`config.mk`:
```
export PLATFORM = sky130hd
export DESIGN_NAME = vga_frame_dither
export DESIGN_NICKNAME = d
export VERILOG_FILES = /design/src/rtl/vfd_pkg.sv /design/src/rtl/vfd_frame_parity.sv /design/src/rtl/vfd_channel_mux.sv /design/src/rtl/vga_frame_dither.sv
export SDC_FILE = /design/constraint.sdc
export NUM_CORES = 1
export LEC_CHECK = 0
export ABC_AREA = 1
export BUFFER_PORTS_ARGS = -buffer_cell sky130_fd_sc_hd__buf_4
export CORE_AREA = 8 8 45 47
export CTS_BUF_LIST = sky130_fd_sc_hd__clkbuf_4 sky130_fd_sc_hd__clkbuf_8
export DETAILED_ROUTE_END_ITERATION = 16
export DIE_AREA = 0 0 53 55
export SLEW_MARGIN = 20
export SYNTH_ARGS = -nofsm -noshare
export SYNTH_HDL_FRONTEND = slang
export SYNTH_SLANG_ARGS = --single-unit
```
`constraint.sdc`:
```
create_clock -name clk_i -period 1.1 [get_ports clk_i]
set_input_delay 0.22 -clock clk_i [delete_from_list [all_inputs] [get_ports clk_i]]
set_output_delay 0.22 -clock clk_i [all_outputs]
set_load 0.03 [all_outputs]
```
`src/rtl/vfd_pkg.sv`:
```
package vfd_pkg;
  localparam int unsigned RGB_CH = 3;
  typedef enum logic {
    PAR_EVEN = 1'b0,
    PAR_ODD  = 1'b1
  } parity_e;
endpackage

```
`src/rtl/vfd_frame_parity.sv`:
```
module vfd_frame_parity
  import vfd_pkg::*;
(
  input  logic    clk_i,
  input  logic    rst_ni,
  input  logic    frame_i,
  output parity_e parity_o
);
  logic    frame_q;
  parity_e parity_q;
  logic    boundary;

  assign boundary = frame_i & ~frame_q;

  always_ff @(posedge clk_i or negedge rst_ni) begin
    if (!rst_ni) begin
      frame_q  <= 1'b0;
      parity_q <= PAR_EVEN;
    end else begin
      frame_q <= frame_i;
      if (boundary) parity_q <= (parity_q == PAR_EVEN) ? PAR_ODD : PAR_EVEN;
    end
  end

  assign parity_o = parity_q;

  AST_PARITY_HELD: assert property (@(posedge clk_i) disable iff (!rst_ni)
    (frame_i && frame_q) |=> $stable(parity_q));
  AST_PARITY_IDLE: assert property (@(posedge clk_i) disable iff (!rst_ni)
    !frame_i |=> $stable(parity_q));
  AST_PARITY_FLIP: assert property (@(posedge clk_i) disable iff (!rst_ni)
    (frame_i && !frame_q) |=> (parity_q != $past(parity_q)));
endmodule

```
`src/rtl/vfd_channel_mux.sv`:
```
module vfd_channel_mux
  import vfd_pkg::*;
#(
  parameter int unsigned NUM_CH = RGB_CH
) (
  input  logic [NUM_CH-1:0] word_a_i,
  input  logic [NUM_CH-1:0] word_b_i,
  input  parity_e           parity_i,
  input  logic              bypass_i,
  output logic [NUM_CH-1:0] sel_o
);
  // level = a + b; mid level always lit in the even frame
  for (genvar c = 0; c < NUM_CH; c++) begin : g_ch
    logic lit_even, lit_odd;
    assign lit_even = word_a_i[c] | word_b_i[c];
    assign lit_odd  = word_a_i[c] & word_b_i[c];
    always_comb begin
      if (bypass_i)                  sel_o[c] = word_a_i[c];
      else if (parity_i == PAR_EVEN) sel_o[c] = lit_even;
      else                           sel_o[c] = lit_odd;
    end
  end
endmodule

```
`src/rtl/vga_frame_dither.sv`:
```
module vga_frame_dither
  import vfd_pkg::*;
#(
  parameter int unsigned NUM_CH = RGB_CH
) (
  input  logic                clk_i,
  input  logic                rst_ni,
  input  logic [2*NUM_CH-1:0] color_i,
  input  logic                active_i,
  input  logic                frame_i,
  input  logic                bypass_i,
  output logic [NUM_CH-1:0]   rgb_o
);
  localparam int unsigned CW = 2 * NUM_CH;

  logic [NUM_CH-1:0] word_a, word_b, sel;
  parity_e           parity;
  logic [NUM_CH-1:0] rgb_q;

  assign word_a = color_i[NUM_CH-1:0];
  assign word_b = color_i[CW-1:NUM_CH];

  vfd_frame_parity u_parity (
    .clk_i    (clk_i),
    .rst_ni   (rst_ni),
    .frame_i  (frame_i),
    .parity_o (parity)
  );

  vfd_channel_mux #(.NUM_CH(NUM_CH)) u_mux (
    .word_a_i (word_a),
    .word_b_i (word_b),
    .parity_i (parity),
    .bypass_i (bypass_i),
    .sel_o    (sel)
  );

  always_ff @(posedge clk_i or negedge rst_ni) begin
    if (!rst_ni)        rgb_q <= '0;
    else if (!active_i) rgb_q <= '0;
    else                rgb_q <= sel;
  end

  assign rgb_o = rgb_q;

  AST_RESET_DARK: assert property (@(posedge clk_i)
    !rst_ni |-> (rgb_o == '0));
  AST_BLANK_DARK: assert property (@(posedge clk_i) disable iff (!rst_ni)
    !active_i |=> (rgb_o == '0));
  AST_BYPASS_WORD_A: assert property (@(posedge clk_i) disable iff (!rst_ni)
    (active_i && bypass_i) |=> (rgb_o == $past(word_a)));
  AST_EVEN_OR: assert property (@(posedge clk_i) disable iff (!rst_ni)
    (active_i && !bypass_i && parity == PAR_EVEN) |=> (rgb_o == ($past(word_a) | $past(word_b))));
  AST_ODD_AND: assert property (@(posedge clk_i) disable iff (!rst_ni)
    (active_i && !bypass_i && parity == PAR_ODD) |=> (rgb_o == ($past(word_a) & $past(word_b))));
endmodule

```
# After elaboration in Yosys (flattened, before gate mapping)
# Cells that the tools add are included.
# Widths: inputs -> output; s select.
totals:
  regBits: 5
  inputBits: 11
  word_cells: 19
op_classes:
  n_mux: 8
  bitwise: 8
op_table:
  columns: ["op", "count"]
  rows:
  - ["$mux 1", 7]
  - ["$and 1x1->1", 4]
  - ["$mux 3", 1]
  - ["$or 1x1->1", 3]
  - ["$not 1->1", 1]

# Logic depth before layout (Yosys ltp)
depth:
  depth_word: 4
  depth_mapped: 4
  mapped_depth_nobuf: 4

# Cells and area by module
# A second synthesis with hierarchy kept.
unflattened:
  hier_cells: 36
  area_unflattened_um2: 249.0
modules_own_cells:
  columns: ["module", "n_inst", "cells_per_inst", "area_each_um2", "seq_area_each_um2"]
  rows:
  - ["vga_frame_dither", 1, 9, 97.6, 75.1]
  - ["vfd_channel_mux", 1, 19, 77.6, 0.0]
  - ["vfd_frame_parity", 1, 8, 73.8, 50.0]

# Worst setup path before layout
# Ideal clock, no wire load.
synth_path:
  path_type: "register to register"
  start: "register u_parity.parity_q (netlist: u_parity.parity_o)"
  end: "register rgb_q[0] (netlist: rgb_o[0])"
  setup_ns: 0.077
  arrival_ns: 0.664
  setup_slack_ns: 0.358
  stages_incl_launch_ff: 4
  path_buffers: 0
  synth_period_minus_slack_ns: 0.742
  cell_sequence: "dfrtp_1 nor2_2 nand2_1 a21oi_1"
synth_between:
  elab_chain_cells: 3
synth_rtl:
  columns: ["element", "line_no", "text"]
  rows:
  - ["start: declaration", "vfd_frame_parity.sv:10", "parity_e parity_q;"]
  - ["start signal: assignment", "vfd_frame_parity.sv:21", "if (boundary) parity_q <= (parity_q == PAR_EVEN) ? PAR_ODD : PAR_EVEN;"]
  - ["$mux 1", "vfd_channel_mux.sv:19", "else if (parity_i == PAR_EVEN) sel_o[c] = lit_even;"]
  - ["$mux 1", "vfd_channel_mux.sv:18", "if (bypass_i) sel_o[c] = word_a_i[c];"]
  - ["$mux 3", "vga_frame_dither.sv:40", "else if (!active_i) rgb_q <= '0;"]
  - ["end signal: assignment", "vga_frame_dither.sv:41", "else rgb_q <= sel;"]
  - ["end: declaration", "vga_frame_dither.sv:18", "logic [NUM_CH-1:0] rgb_q;"]
# Every way passes these cells.
# A chain may end at the register's enable or synchronous reset.

# Final worst setup path
layout_path:
  start: "register rgb_q[1] (netlist: rgb_o[1])"
  end: "output rgb_o[1]"
layout_lines:
  columns: ["element", "line_no", "text"]
  rows:
  - ["end: declaration", "vga_frame_dither.sv:12", "output logic [NUM_CH-1:0] rgb_o"]
# No word-level cell between the ends.

==> out/metrics.yaml <==
root_buffer: "clkbuf_4"
p_sw_share_pct: 26.8
cts_num_sinks: 5
rsz0062_at_grt: "no"
ys_seq_elements: 5
critPathMaxFanout: 1
p_sw_uw: 166
synth_nets: 39
criticalPathCategory: "flop to primary output"
p_int_uw: 454
area_growth_pct: 69.6
endpoint_kind: "primary output"
dp.final_hpwl_um: 455
htree_num_levels: 1
fin_crit_sh_pct: 88.0
path_clk_slew_ns: 0.04
crit_slowest_cell: "dfrtp_1"
synth_top_area_cell: "dfrtp_1"
final_layout_size_suffix_gt1_share_pct: 39.1
finalHoldViolCount: 0
seq_power_share_pct: 38.4
cts_tree: "built"
wl_per_cell_um: 8.71
insertion_delay_ns: 0.24
final_area_um2: 384
fp-row-count: 14
drc: 0
numCtsBuffers: 3
multi_input_area_um2: 71.3
rr_worst_depth: 3
clock_path_buffers: 2
worstPathRequired_ns: 0.88
min_to: "u_parity.frame_q$_DFF_PN0_"
hp-start: "frame_i"
skew_ns: 0.000400
comb_power_share_pct: 24.0
final_nets: 58
die_w_um: 53
reg2reg_from: "u_parity.parity_o$_DFFE_PN0P_"
reg2reg_setup_slack_ns: 0.28
numPortBuffers: 13
dpl-instance-area_um2: 344
arrival_ns: 0.75
finalPower_uw: 620
dieArea_mm2: 0.00292
fmax_mhz: 1030
vias: 226
max_slew_margin_pct: 89.7
antenna_cells: 0
setup_violations: 0
synthesis.area_um2: 226
place.gp.congestion: 0.717
drtPass1Iterations: 1
drt_iter0_markers: 0
reg2reg_to: "rgb_o[0]$_DFF_PN0_"
grt_max_degree: 6
overflow: 0
synth_cell_types: 7
power.density_mw_per_mm2: 1610
hold_depth: 1
synth_top_area_share_pct: 55.2
setup_tns_ns: 0
maxSlewViolCount: 0
ant_nets: 0
start_util_pct: 16.4
ioPinCount: 14
hold_class: "input pin to flop"
cp_top_family: "flip-flops"
core_area_mm2: 0.00138
layout_common_cells: "buf_4, inv_1, nand2_1"
antenna_found_initial: 0
cp-start-kind: "flop"
ff_latch_area_um2: 125
synth.avg_cell_area_um2: 8.09
viasPerCell: 3.65
maxCapViolations: 0
pwr-share-clk_pct: 37.5
grt_pass1_vias: 250
status: "finished clean"
fp.dieH_um: 55
syn-instance-count: 28
cpPeakStageDelay_ns: 0.35
yosysSeqAreaShare_pct: 55.2
ys_warn_count: 0
grt_pass1_wl_um: 938
leakagePower_nw: 0.216
grt_usage_pct: 4.94
path_cells: "buf_4"
crit_buf_inv: 1
min_period_ns: 0.968
cts-resized-gates: 0
ir_drop_uv: 532
fillers: 173
crit_cells: 1
worst_hold_slack_ns: 0.101
mostFrequentLayoutCell: "buf_4"
drt_wl_total_um: 540
synth_area_leaders: "dfrtp_1, inv_1, nand2_1"
worst_pin_slew_ns: 0.152
logic make-up after synthesis:
group,share of synthesized area [%]
and+or+nand+nor,14.4
buffers and inverters,13.3
AOI/OAI and AO/OA,13.3
DFF,55.2
xor gates and xnor gates,3.87
power groups by stage:
stage | Clock [mW] | Sequential [mW] | Combinational [mW]
3_5_place_dp | 0 | 0.242 | 0.148
5_1_grt | 0.256 | 0.242 | 0.168
6_report | 0.233 | 0.238 | 0.149
2_1_floorplan | 0 | 0.267 | 0.0555
3_3_place_gp | 0 | 0.240 | 0.147
4_1_cts | 0.241 | 0.239 | 0.154
what timing repair did:
action                                 in CTS  in global routing
hold buffers                                1                  0
endpoints found under the hold margin       5                  0
setup buffers                               0                  0
synthesized netlist by cell type, drive strengths merged:
| cell | instances |
|---|---|
| inv | 8 |
| dfrtp | 5 |
| nor2 | 1 |
| nand2 | 7 |
| xnor2 | 1 |
| o21ai | 3 |
| a21oi | 3 |
routing by layer:
metal  global-route usage (%)  vias up  part of all wire (%)
met5                        0        -                     0
met4                     9.05        0                   5.0
met3                     2.41        2                   8.0
met2                     5.27       12                    39
met1                     5.08       95                    48
li1                         -      117                     -
how the worst max path moves through the flow:
stage	slack, ns	endpoint	start
2_1_floorplan	0.36	rgb_o[0]$_DFF_PN0_	u_parity.parity_o$_DFFE_PN0P_
3_3_place_gp	0.31	rgb_o[0]$_DFF_PN0_	u_parity.parity_o$_DFFE_PN0P_
3_5_place_dp	0.27	rgb_o[0]$_DFF_PN0_	u_parity.parity_o$_DFFE_PN0P_
4_1_cts	0.12	rgb_o[1]	rgb_o[1]$_DFF_PN0_
5_1_grt	0.1	rgb_o[2]	rgb_o[2]$_DFF_PN0_
6_report	0.13	rgb_o[1]	rgb_o[1]$_DFF_PN0_
through the flow:
stage	worst slack (ns)	cells	utilization, %
after floorplan	0.358	28	-
after global placement	0.315	57	24.9
after detailed placement	0.267	57	24.9
after CTS	0.119	62	27.8
after global routing	0.0996	62	27.8
final	0.132	62	27.8
final cells by class:
| cell class | count | area share [%] |
|---|---|---|
| sequential | 5 | 32.6 |
| timing repair buffer | 14 | 28.0 |
| multi-input combinational | 15 | 18.6 |
| clock buffer | 4 | 7.82 |
| inverter | 8 | 7.82 |
| tap | 16 | 5.21 |
flip-flops by register name, indices dropped and copies added, names as in the netlist:
register	flops
u_parity.parity_o	1
u_parity.frame_q	1
rgb_o	3
(Power assumes the default switching activity.)
